### config.mk
export PLATFORM = sky130hd
export DESIGN_NAME = row_latch_top
export DESIGN_NICKNAME = d
export VERILOG_FILES = /design/src/rtl/row_latch_pkg.sv /design/src/rtl/row_capture.sv /design/src/rtl/view_select.sv /design/src/rtl/seg_shaper.sv /design/src/rtl/row_latch_top.sv
export SDC_FILE = /design/constraint.sdc
export NUM_CORES = 1
export LEC_CHECK = 0
export BUFFER_PORTS_ARGS = -buffer_cell sky130_fd_sc_hd__buf_2
export CAP_MARGIN = 15
export CORE_MARGIN = 1
export CORE_UTILIZATION = 25
export CTS_CLUSTER_DIAMETER = 100
export DETAILED_ROUTE_END_ITERATION = 10
export PLACE_DENSITY = 0.49
export SETUP_SLACK_MARGIN = 0.05
export SLEW_MARGIN = 30
export SYNTH_ARGS = -nofsm -noshare
export SYNTH_HDL_FRONTEND = slang
export SYNTH_SLANG_ARGS = --single-unit
### constraint.sdc
create_clock -name clk -period 1.5 [get_ports clk]
set_input_delay 0.3 -clock clk [delete_from_list [all_inputs] [get_ports clk]]
set_output_delay 0.3 -clock clk [all_outputs]
set_load 0.1 [all_outputs]
### src/rtl/row_latch_pkg.sv
// Package: shared types for the display row latch.
// Assumes: the view encoding is used inside the block only.
package row_latch_pkg;

    // Output view selected from the mode flags.
    typedef enum logic [1:0] {
        VIEW_BLANK  = 2'd0,
        VIEW_SOLID  = 2'd1,
        VIEW_INVERT = 2'd2,
        VIEW_TRUE   = 2'd3
    } view_e;

    // Resolve the flags by priority: blank first, then solid, then invert.
    function automatic view_e resolve_view(input logic on_f, input logic inv_f,
                                           input logic stat_f);
        view_e v;
        if (!on_f)       v = VIEW_BLANK;
        else if (stat_f) v = VIEW_SOLID;
        else if (inv_f)  v = VIEW_INVERT;
        else             v = VIEW_TRUE;
        return v;
    endfunction

endpackage

### src/rtl/row_capture.sv
// Module: row_capture
// Holds one display row in a register bank split into slices.
// A row is loaded on each clock edge where the strobe is high.
// Assumes: synchronous active-low reset clears the bank to zero.
module row_capture #(
    parameter int SEG_W   = 132,
    parameter int SLICE_W = 33
) (
    input  logic             clk,
    input  logic             rst_n,
    input  logic             load,
    input  logic [SEG_W-1:0] din,
    output logic [SEG_W-1:0] held
);
    localparam int NUM_SLICES = (SEG_W + SLICE_W - 1) / SLICE_W;

    for (genvar i = 0; i < NUM_SLICES; i++) begin : g_slice
        localparam int LO = i * SLICE_W;
        localparam int HI = ((LO + SLICE_W) > SEG_W) ? (SEG_W - 1) : (LO + SLICE_W - 1);

        // Load or hold one slice of the row.
        always_ff @(posedge clk) begin
            if (!rst_n)
                held[HI:LO] <= '0;
            else if (load)
                held[HI:LO] <= din[HI:LO];
        end
    end
endmodule

### src/rtl/view_select.sv
// Module: view_select
// Turns the three mode flags into one view code by fixed priority.
// Assumes: flags are steady within a cycle; the path is combinational.
module view_select
    import row_latch_pkg::*;
(
    input  logic  disp_on,
    input  logic  inverse,
    input  logic  static_drv,
    output view_e view
);
    // Priority resolve of the mode flags.
    always_comb view = resolve_view(disp_on, inverse, static_drv);
endmodule

### src/rtl/seg_shaper.sv
// Module: seg_shaper
// Applies the selected view to the held row, slice by slice.
// Assumes: the held row is never written from here; output only.
module seg_shaper
    import row_latch_pkg::*;
#(
    parameter int SEG_W   = 132,
    parameter int SLICE_W = 33
) (
    input  logic [SEG_W-1:0] held,
    input  view_e            view,
    output logic [SEG_W-1:0] seg
);
    localparam int NUM_SLICES = (SEG_W + SLICE_W - 1) / SLICE_W;

    for (genvar i = 0; i < NUM_SLICES; i++) begin : g_slice
        localparam int LO = i * SLICE_W;
        localparam int HI = ((LO + SLICE_W) > SEG_W) ? (SEG_W - 1) : (LO + SLICE_W - 1);

        // Shape one slice according to the view.
        always_comb begin
            unique case (view)
                VIEW_BLANK:  seg[HI:LO] = '0;
                VIEW_SOLID:  seg[HI:LO] = '1;
                VIEW_INVERT: seg[HI:LO] = ~held[HI:LO];
                default:     seg[HI:LO] = held[HI:LO];
            endcase
        end
    end
endmodule

### src/rtl/row_latch_top.sv
// Module: row_latch_top
// Display row latch: captures a memory row on the line strobe and shapes
// it by display-enable, inverse and static-drive flags.
// Assumes: strobe is synchronous to clk; no path back to display memory.
module row_latch_top
    import row_latch_pkg::*;
#(
    parameter int SEG_W   = 132,
    parameter int SLICE_W = 33
) (
    input  logic             clk,
    input  logic             rst_n,
    input  logic             line_strobe,
    input  logic [SEG_W-1:0] row_data,
    input  logic             disp_on,
    input  logic             inverse,
    input  logic             static_drv,
    output logic [SEG_W-1:0] seg_out
);
    logic [SEG_W-1:0] held_row;
    view_e            cur_view;

    row_capture #(.SEG_W(SEG_W), .SLICE_W(SLICE_W)) u_cap (
        .clk  (clk),
        .rst_n(rst_n),
        .load (line_strobe),
        .din  (row_data),
        .held (held_row)
    );

    view_select u_view (
        .disp_on   (disp_on),
        .inverse   (inverse),
        .static_drv(static_drv),
        .view      (cur_view)
    );

    seg_shaper #(.SEG_W(SEG_W), .SLICE_W(SLICE_W)) u_shape (
        .held(held_row),
        .view(cur_view),
        .seg (seg_out)
    );
endmodule

# --- Word level (Yosys, flattened, before mapping) ---
# Cells that the tools add are included.
word_totals:
  ff_bits: 132
  in_bits: 138
  output_inout_bits: 132
  elab_cells: 18
op_classes:
  eq_ne: 2
  n_mux: 7
  bitwise: 4
  n_reduce_logical: 1
op_table:
  columns: ["operator", "count"]
  rows:
  - ["$pmux 33 s3", 4]
  - ["$not 33->33", 4]
  - ["$mux 2", 2]
  - ["$eq 2x1->1 const B", 1]
  - ["$eq 2x2->1 const B", 1]
  - ["$logic_not 2->1", 1]
  - ["$mux 1", 1]

# --- Logic depth before layout (Yosys ltp) ---
# Gate-level depths: netlist of run 1.
depth:
  word_depth: 5
  mapped_depth: 5
  depth_no_buf: 2

# --- Hierarchy ---
# A second synthesis of run 1 with hierarchy kept.
unflattened:
  hier_cells: 721
  area_unflattened_um2: 7265.7
by_module_without_submodules:
  columns: ["module", "n_inst", "cells_per_inst", "area_each_um2", "seq_area_each_um2"]
  rows:
  - ["row_capture", 1, 425, 5023.6, 2642.5]
  - ["seg_shaper", 1, 293, 2222.1, 0.0]
  - ["view_select", 1, 3, 20.0, 0.0]

# --- Worst setup path after synthesis of run 1 ---
# OpenSTA, ideal clock, no wires.
synth_timing:
  path_kind: "input port to output port"
  from: "in disp_on"
  to: "out seg_out[0]"
  arrival_ps: 1640
  required_time_ps: 1200
  setup_slack_ps: -440
  path_stages: 4
  n_path_buf: 3
  path_cell_list: "buf_2 > buf_2 > clkbuf_1 > o21a_1"
synth_between:
  elab_chain_len: 3
  word_cells_on_any_way: 5
  cone_classes: "2 x eq/ne; 2 x mux; 1 x reduce/logical"
synth_lines:
  columns: ["item", "line", "rtl"]
  rows:
  - ["from (decl)", "row_latch_top.sv:15", "input logic disp_on,"]
  - ["$mux 2 (*)", "row_latch_pkg.sv:17", "if (!on_f) v = VIEW_BLANK;"]
  - ["$eq 2x2->1, or another cell as far along", "seg_shaper.sv:22", "unique case (view)"]
  - ["$pmux 33 s3 (*)", "seg_shaper.sv:22", null]
  - ["to (decl)", "row_latch_top.sv:18", "output logic [SEG_W-1:0] seg_out"]
# Mark *: on every way between the ends. The rest lies on a longest branch, timed or not.

# --- Worst setup path in the final report of run 1 ---
layout_timing:
  from: "in inverse"
  to: "out seg_out[81]"
layout_between:
  elab_chain_len: 5
  word_cells_on_any_way: 7
  cone_classes: "2 x eq/ne; 4 x mux; 1 x reduce/logical"
layout_lines:
  columns: ["item", "line", "rtl"]
  rows:
  - ["from (decl)", "row_latch_top.sv:16", "input logic inverse,"]
  - ["$mux 1 (*)", "row_latch_pkg.sv:19", "else if (inv_f) v = VIEW_INVERT;"]
  - ["$mux 2 (*)", "row_latch_pkg.sv:18", "else if (stat_f) v = VIEW_SOLID;"]
  - ["$mux 2 (*)", "row_latch_pkg.sv:17", null]
  - ["$eq 2x2->1, or another cell as far along", "seg_shaper.sv:22", null]
  - ["$pmux 33 s3 (*)", "seg_shaper.sv:22", null]
# Marks and branches as above.

==> flow_summary.json, run 1 <==
{
  "drc": 0,
  "path_clk_slew_ps": 60,
  "holdPathStages": 3,
  "synth.largest_area_cell": "dfxtp_1",
  "insertion_delay_ps": 410,
  "dp_slack_ps": -122,
  "final-seq-area_sq_mm": 0.00281,
  "cp_slowest_cell": "buf_16",
  "largest_register": "u_cap.held",
  "final-setup-viol-count": 132,
  "netlist.area_leader.share_pct": 35.7,
  "wl_met2_mm": 10.9,
  "vias_per_cell": 4.20,
  "timing.slew.headroom_pct": 74.7,
  "worst_setup_path_end_kind": "output port",
  "critPathBufInv": 3,
  "antenna_found_initial": 3,
  "post_drt_wl_per_cell_um": 16.6,
  "synth.area.top_cells": "dfxtp_1 (36%), mux2i_1 (18%), xor2_1 (16%)",
  "num-nets-final": 1122,
  "synthSimpleGateAreaFrac_pct": 11.1,
  "gr-usage-all-layers_pct": 15.0,
  "clock_skew_ps": 0,
  "fin_area_sq_mm": 0.0127,
  "cp_max_fo": 16,
  "multiInputGateArea_sq_mm": 0.00485,
  "overflow": 0,
  "gp_congestion": 0.780,
  "crit_path_start_kind": "input pin",
  "syn_inst": 734,
  "slew_violations": 0,
  "layout_setup_ws_ps": -87.7,
  "dp_hpwl_mm": 15.8,
  "cts_tree": "done",
  "die_h_um": 174,
  "grt_setup_unrepaired": "yes",
  "rows": 62,
  "drtIter0Drc": 150,
  "die_w_um": 174,
  "tightest_slew_ps": 379,
  "ys_types": 9,
  "dieArea_sq_mm": 0.0303,
  "p_leak_nw": 5.67,
  "largest_reg_flops": 132,
  "core-area_sq_mm": 0.0289,
  "syn_nets": 872,
  "synth-seq-area-share_pct": 35.7,
  "hp-class": "in -> reg",
  "dpl_cell_area_sq_mm": 0.0117,
  "cap_violations": 0,
  "critPathMaxStageDelay_ps": 220,
  "grt_pass1_vias": 6011,
  "fmax_mhz": 630,
  "setup.worst_path.class": "in -> out",
  "path_delay_family": "buffers and inverters",
  "grt_max_degree": 89,
  "yosys_warnings": 0,
  "synthesis.area_sq_mm": 0.00741,
  "ys_ff_latch": 132,
  "fin_crit_sh_pct": 106,
  "outcome": "complete, but fails checks",
  "worst-r2r-cell-count": 3,
  "cp_common_cell": "buf_12",
  "fillers": 2741,
  "final_common_cell": "buf_12",
  "clock_path_buffers": 2,
  "dr.pass1.iters": 4,
  "hold_viol": 0,
  "grt_pass1_wl_mm": 35.3,
  "drive_gt1_share_pct": 61.5,
  "crit_arrival_ps": 1290,
  "syn_area_per_cell_sq_um": 10.1,
  "ir_worst_vdd_mv": 0.560,
  "crit_required_ps": 1200,
  "crit_chain": "buf_12 > buf_16 > xor2_1 > o21a_2 > buf_12",
  "wl_met1_mm": 10.2,
  "io_pins": 270,
  "wl_mm": 22.9,
  "hold_path.startpoint": "row_data[124]",
  "vias": 5817,
  "reg.largest.list": "u_cap.held x132",
  "ant_nets": 0,
  "period_minus_slack_ps": 1590,
  "top_layer": "met4",
  "cp.depth": 5,
  "met3_length_mm": 1.46,
  "cts_sinks": 132,
  "violations": "negative setup slack",
  "port_buffers": 269,
  "start_util_pct": 25.6,
  "synth_compound_area_share_pct": 13.4,
  "synthAdderAreaFrac_pct": 0,
  "layout_common_cells": "buf_12 (148), mux2i_1 (132), nor2b_1 (132), buf_2 (132), dfxtp_2 (131)",
  "synthXorXnorAreaFrac_pct": 15.6,
  "crit_path_start": "inverse",
  "cts_buffers": 17,
  "clock-root-buffer": "clkbuf_16",
  "cts_max_level": 4,
  "reg2reg_from": "u_cap.held[81]",
  "synthMuxAreaShare_pct": 17.8,
  "syn_to_final_growth_pct": 71.4,
  "synth_top_family_by_area": "multiplexers",
  "power_density_mw_per_mm2": 1060
}
==> final timing paths <==
path                     endpoint  slack, ps
hold reg to reg   u_cap.held[105]        510
setup reg to reg   u_cap.held[81]        770
hold / removal    u_cap.held[124]        140
setup / recovery      seg_out[81]        -90
==> metrics by stage <==
stage	cells	util, %	hold WS [ps]	setup TNS [ps]	total power [mW]
after floorplan	734	-	469	-12480	7.36
after global placement	1342	40.3	516	-8510	9.14
after detailed placement	1342	40.3	523	-8700	9.15
after CTS	1380	43.4	120	-11850	13.6
after global routing	1382	43.9	129	-14930	14.0
final	1385	43.9	141	-8390	13.5
==> cell families (layout without fill, tap and decap cells) <==
logic type      after synthesis  count (layout)
flops                       132             132
xor+xnor                    132             132
mux                         132             132
other cells                   0               4
buf+inv                      74             337
simple gates                132             132
compound gates              132             132
==> final cells by class <==
type,instances,area share (%)
multi-input combinational,528,38.2
clock inverter,10,0.956
tap,384,3.78
clock buffer,22,3.81
antenna,4,0.0788
sequential,132,22.1
timing repair buffer,305,31.1
==> worst reg2reg max path, stage by stage, from the launching register on <==
cell     delay, ps
dfxtp_2        320
buf_4          120
mux2i_1        120
nor2b_1         60
==> synthesized netlist by cell type <==
| library cell | number |
|---|---|
| nor2b_1 | 132 |
| buf_2 | 11 |
| dfxtp_1 | 132 |
| buf_4 | 12 |
| buf_6 | 18 |
| mux2i_1 | 132 |
| clkbuf_1 | 33 |
| o21a_1 | 132 |
| xor2_1 | 132 |
==> where the power goes <==
part	switching (mW)	internal, mW	total [mW]
sequential	0.143	3.76	3.90
combinational	3.18	2.07	5.26
clock	1.67	2.64	4.30
==> routing by layer <==
layer | vias up | global-route usage, %
met3 | 18 | 4.81
li1 | 2925 | -
met5 | - | 0
met1 | 2721 | 18.4
met2 | 153 | 24.9
met4 | 0 | 4.82
==> what timing repair did <==
action                     in CTS  in global routing
hold buffers                    0                  0
setup buffers                   3                  1
resized for setup             134                 22
setup endpoints to repair     132                132
gates cloned                    3                  0
pin swaps                      11                 26
No activity file was read; power rests on OpenSTA's default activity.
==> run 2: changes to the inputs <==
Settings changed: SETUP_SLACK_MARGIN 0.05 to not set.
==> run 2 against run 1 <==
  * The flow still finishes with violations (negative setup slack)
  * Total power is 5.4% higher
  * Clock skew unchanged
  * Largest cell class unchanged
  * Global-route usage is 0.15 points higher
  * Clock-buffer cell count fell by 4
  * Setup slack worse by 13 ps
  * Critical path depth shrank 2
  * Routed wire length increased by 1.6%
  * Sequential share of layout area down 1.0 points
  * Sequential power about the same
==> flow_summary.json, run 2 (synthesis gave the netlist of run 1 again) <==
{
  "final-setup-viol-count": 132,
  "gr-usage-all-layers_pct": 15.2,
  "fin_crit_sh_pct": 107,
  "layout_common_cells": "buf_12 (149), mux2i_1 (132), nor2b_1 (132), buf_2 (132), dfxtp_2 (132)",
  "final_util_pct": 46.0,
  "drc": 0,
  "largest_register": "u_cap.held",
  "overflow": 0,
  "antenna_found_initial": 4,
  "fin_area_sq_mm": 0.0133,
  "gp_congestion": 0.737,
  "crit_arrival_ps": 1300,
  "drtIter0Drc": 197,
  "cts_tree": "done",
  "cts_sinks": 132,
  "hp-class": "in -> reg",
  "clock_path_buffers": 2,
  "layout_setup_ws_ps": -101,
  "holdBufCountCts": 0,
  "period_minus_slack_ps": 1600,
  "cts_max_level": 4,
  "ant_nets": 0,
  "vias_per_cell": 4.28,
  "violations": "negative setup slack",
  "die_h_um": 174,
  "reg.largest.list": "u_cap.held x132",
  "clock_skew_ps": 0,
  "p_leak_nw": 5.85,
  "ir_worst_vdd_mv": 0.506,
  "stdcell_count": 1394,
  "dieArea_sq_mm": 0.0303,
  "io_pins": 270,
  "die_w_um": 174,
  "crit_required_ps": 1200,
  "path_clk_slew_ps": 70,
  "cap_violations": 0,
  "fmax_mhz": 625,
  "num-nets-final": 1135,
  "crit_chain": "xor2_2 > o21a_4 > buf_12",
  "largest_reg_flops": 132,
  "dr.pass1.iters": 4,
  "post_drt_wl_per_cell_um": 16.7,
  "whs_ps": 135,
  "dp_hpwl_mm": 15.9,
  "dpl_cell_area_sq_mm": 0.0122,
  "grt_max_degree": 72,
  "crit_path_start_kind": "register",
  "core-area_sq_mm": 0.0289,
  "outcome": "complete, but fails checks",
  "cts_buffers": 17,
  "critPathMaxStageDelay_ps": 340,
  "rows": 62,
  "port_buffers": 269,
  "drive_gt1_share_pct": 62.3,
  "worst_setup_path_end_kind": "output port",
  "tightest_slew_ps": 336,
  "fin_setup_tns_ps": -8640,
  "grt_pass1_wl_mm": 35.8,
  "setup.worst_path.class": "reg -> out",
  "power_mw": 14.2,
  "final_common_cell": "buf_12",
  "wl_mm": 23.3,
  "vias": 5963,
  "timing.slew.headroom_pct": 77.6,
  "dp_slack_ps": -93.5,
  "hold_viol": 0,
  "grt_setup_unrepaired": "yes",
  "insertion_delay_ps": 420,
  "cp_max_fo": 2,
  "slew_violations": 0,
  "cp_slowest_cell": "dfxtp_2",
  "power_density_mw_per_mm2": 1070,
  "grt_pass1_vias": 6071,
  "place_inst": 1352,
  "syn_to_final_growth_pct": 79.7,
  "clock-root-buffer": "clkbuf_16",
  "start_util_pct": 25.6
}
-- run 2: cell count changes in the layout (fill, tap and decap cells not counted), moves of 2 or more --
cell,previous run,this run
diode_2,4,2
bufinv_16,2,6
buf_6,5,3
buf_16,6,3
clkbuf_8,4,0
o21a_4,45,118
o21a_2,87,14
clkinvlp_4,4,2
clkbuf_16,17,19
buf_4,14,28
xor2_1,118,115
xor2_2,14,17
-- run 2: routing by layer --
| layer | vias up | track usage (%) | wire [um] |
|---|---|---|---|
| li1 | 2942 | - | - |
| met1 | 2853 | 19.5 | 10600 |
| met2 | 144 | 24.5 | 11200 |
| met3 | 22 | 3.89 | 1150 |
| met4 | 2 | 5.45 | 371 |
| met5 | - | 0 | 13 |
-- run 2: area by class of cell --
class / count / area (sq um)
Antenna cell: 2 / 5.00
Clock buffer: 18 / 429
Clock inverter: 12 / 230
Fill cell: 2655 / 15600
Multi-Input combinational cell: 528 / 5330
Sequential cell: 132 / 2810
Tap cell: 384 / 480
Timing Repair Buffer: 318 / 4040
-- run 2: worst max-delay path: cells and delay by family, from the launching register on --
kind | cells | cell delay (ps)
AO/OA/AOI/OAI | 1 | 210
flip-flops | 1 | 340
XOR/XNOR | 1 | 170
buffers and inverters | 1 | 160
-- run 2: worst paths after layout --
| kind | startpoint | to | slack, ps | cells after the start |
|---|---|---|---|---|
| setup reg to reg | u_cap.held[107] | u_cap.held[107] | 760 | 3 |
| setup / recovery | u_cap.held[107] | seg_out[107] | -100 | 3 |
| hold / removal | row_data[109] | u_cap.held[109] | 140 | 3 |
| hold reg to reg | u_cap.held[72] | u_cap.held[72] | 510 | 2 |
-- run 2: what timing repair did --
action                                  in CTS  in global routing
pin swaps                                   20                 21
endpoints found under the setup margin     132                132
setup buffers                                5                  3
cloned                                       0                  2
gates resized for setup                    125                 31
-- run 2: report_power, final --
part	internal (mW)	total [mW]	switching [mW]
logic	2.22	5.48	3.27
registers	3.76	3.91	0.146
clock network	3.12	4.80	1.69
==> run 3: changes to the inputs <==
Settings changed: SYNTH_HIERARCHICAL set to 1.
==> run 3 against run 2 <==
  * The flow still finishes with violations (negative setup slack)
  * Hold slack improved by 1.5 ps
  * Synthesized cell count shrank 1.8%
  * Design area is 9.7% higher
  * Area after synthesis down 1.9%
  * Setup slack worse by 270 ps
  * Die area down 1.9%
  * Core utilization increased by 5.0 points
  * Sequential share of layout area is 3.0 points lower
  * Clock power is 13% lower
  * Sequential power down 3%
==> flow_summary.json, run 3 <==
{
  "vias_per_cell": 4.05,
  "port_buffers": 269,
  "rows": 62,
  "reg.largest.list": "u_cap/held x132",
  "timing.reg2reg.setup_slack_ps": 860,
  "whs_ps": 137,
  "p_sw_mw": 6.63,
  "grt_pass1_vias": 5871,
  "ys_types": 14,
  "holdPathStages": 3,
  "synth_edf_count": 0,
  "cts_max_level": 4,
  "clock-root-buffer": "clkbuf_16",
  "min_to": "u_cap/held[90]",
  "synth_flop_cell": "dfxtp_1",
  "syn_inst": 721,
  "drc": 0,
  "p_leak_nw": 6.36,
  "holdBufCountCts": 0,
  "tightest_slew_ps": 308,
  "layout_setup_ws_ps": -370,
  "dr.pass1.iters": 3,
  "yosys_warnings": 6,
  "io_pins": 270,
  "hold_viol": 0,
  "fmax_mhz": 535,
  "post_drt_wl_per_cell_um": 16.0,
  "layout_common_cells": "buf_12 (158), buf_2 (133), mux2i_1 (132), nor2b_1 (132), dfxtp_1 (132)",
  "grt_max_degree": 73,
  "cap_violations": 0,
  "synth-seq-area-share_pct": 36.4,
  "synth.largest_area_cell": "dfxtp_1",
  "final-setup-viol-count": 132,
  "crit_required_ps": 1200,
  "cts_tree": "done",
  "largest_reg_flops": 132,
  "num-nets-final": 1167,
  "drive_gt1_share_pct": 53.4,
  "violations": "negative setup slack",
  "cts_buffers": 17,
  "fin_crit_sh_pct": 125,
  "wl_mm": 22.9,
  "syn_nets": 859,
  "worst_setup_path_end_kind": "output port",
  "cts_sinks": 132,
  "dp_hpwl_mm": 15.3,
  "seqPwrFrac_pct": 23.6,
  "final_common_cell": "buf_12",
  "setup.worst_path.class": "in -> out",
  "outcome": "complete, but fails checks",
  "worst-r2r-cell-count": 2,
  "vias": 5784,
  "grt_util_met3_pct": 6.00,
  "ant_nets": 0,
  "fin_area_sq_mm": 0.0146,
  "syn_area_per_cell_sq_um": 10.1,
  "grt_setup_unrepaired": "yes",
  "synth.area.top_cells": "dfxtp_1 (36%), mux2i_1 (18%), xnor2_1 (16%)",
  "swShare_pct": 41.1,
  "final_util_pct": 51.0,
  "clock_power_share_pct": 25.9,
  "reg2reg_from": "u_cap/held[81]",
  "grt_use_met1_pct": 19.1,
  "die_h_um": 172,
  "fillers": 2446,
  "crit_arrival_ps": 1570,
  "grt.met2_usage_pct": 23.7,
  "insertion_delay_ps": 410,
  "r2r_end": "u_cap/held[81]",
  "ys_top_cells_by_count": "dfxtp_1 (132), mux2i_1 (132), nand2b_1 (132), nor2b_1 (132), xnor2_1 (132)",
  "async_reset_ff_share_pct": 0,
  "dpl_cell_area_sq_mm": 0.0128,
  "hold_path.startpoint": "row_data[90]",
  "dp_slack_ps": -398,
  "synthesis.area_sq_mm": 0.00727,
  "period_minus_slack_ps": 1870,
  "busiest_layer": "met2",
  "overflow": 0,
  "crit_path_start_kind": "input pin",
  "syn_to_final_growth_pct": 101,
  "antenna_found_initial": 3,
  "netlist.area_leader.share_pct": 36.4,
  "core-area_sq_mm": 0.0286,
  "power_mw": 16.1,
  "drtIter0Drc": 147,
  "p_int_mw": 9.52,
  "timing.slew.headroom_pct": 79.5,
  "die_w_um": 172,
  "cp_max_fo": 9,
  "dieArea_sq_mm": 0.0297,
  "start_util_pct": 25.4,
  "p_comb_share_pct": 50.5,
  "gr-usage-all-layers_pct": 15.0,
  "slew_violations": 0,
  "clock_skew_ps": 0,
  "clock_path_buffers": 2,
  "largest_register": "u_cap/held",
  "gp_congestion": 0.691,
  "grt_pass1_wl_mm": 33.6,
  "hp-class": "in -> reg",
  "path_clk_slew_ps": 70,
  "ir_worst_vdd_mv": 0.650,
  "ys_ff_latch": 132,
  "power_density_mw_per_mm2": 1110
}
[run 3: logic make-up after synthesis]
family / synth area share, %
buf+inv: 6.58
mux: 18.2
flops: 36.4
compound gates: 0.103
xor+xnor: 15.9
simple gates: 22.9
[run 3: power groups by stage]
| stage | registers [mW] | clock network (mW) | logic (mW) |
|---|---|---|---|
| 2_1_floorplan | 3.85 | 0 | 5.14 |
| 3_3_place_gp | 3.88 | 0 | 7.69 |
| 3_5_place_dp | 3.88 | 0 | 7.71 |
| 4_1_cts | 3.80 | 4.34 | 8.02 |
| 5_1_grt | 3.83 | 4.47 | 8.43 |
| 6_report | 3.81 | 4.18 | 8.16 |
[run 3: worst max path at each step]
| stage | startpoint | to | slack [ps] |
|---|---|---|---|
| after floorplan | static_drv | seg_out[104] | -1260 |
| after detailed placement | static_drv | seg_out[29] | -400 |
| final | static_drv | seg_out[75] | -370 |
| after global routing | static_drv | seg_out[75] | -430 |
| after CTS | static_drv | seg_out[29] | -370 |
| after global placement | static_drv | seg_out[123] | -390 |
[run 3: through the flow]
| stage | cells | setup TNS (ps) |
|---|---|---|
| finish | 1428 | -40240 |
| global route | 1426 | -48810 |
| CTS | 1408 | -41230 |
| detailed placement | 1362 | -46250 |
| global placement | 1362 | -44820 |
| floorplan | 721 | -91130 |
[run 3: critical path, cell delays in order]
cell and delay (ps):
buf_6 90, and2b_4 290, buf_4 180, clkbuf_16 200, nand2b_2 110, xnor2_4 190, buf_12 200
[run 3: metal layers]
metal	part of all wire, %	vias up
met5	0.057	-
met4	0.81	2
met3	8.7	16
met2	46	173
met1	44	2694
li1	-	2899
[run 3: cell type report]
cell class                 count  area [sq um]  share of cell area, %
clock buffer                  18           429                   2.94
sequential                   132          2640                   18.1
inverter                       1          3.75                 0.0257
multi-input combinational    530          6330                   43.3
tap                          384           480                   3.29
antenna                        2          5.00                 0.0343
clock inverter                14           153                   1.05
timing repair buffer         347          4560                   31.2
[run 3: what timing repair did]
action                                 CTS  global route
gates resized for setup                 77            48
endpoints found under the hold margin    0             0
cloned                                   5             6
buffers inserted                         9            13
pin swaps                               10             9
setup endpoints to repair              132           132
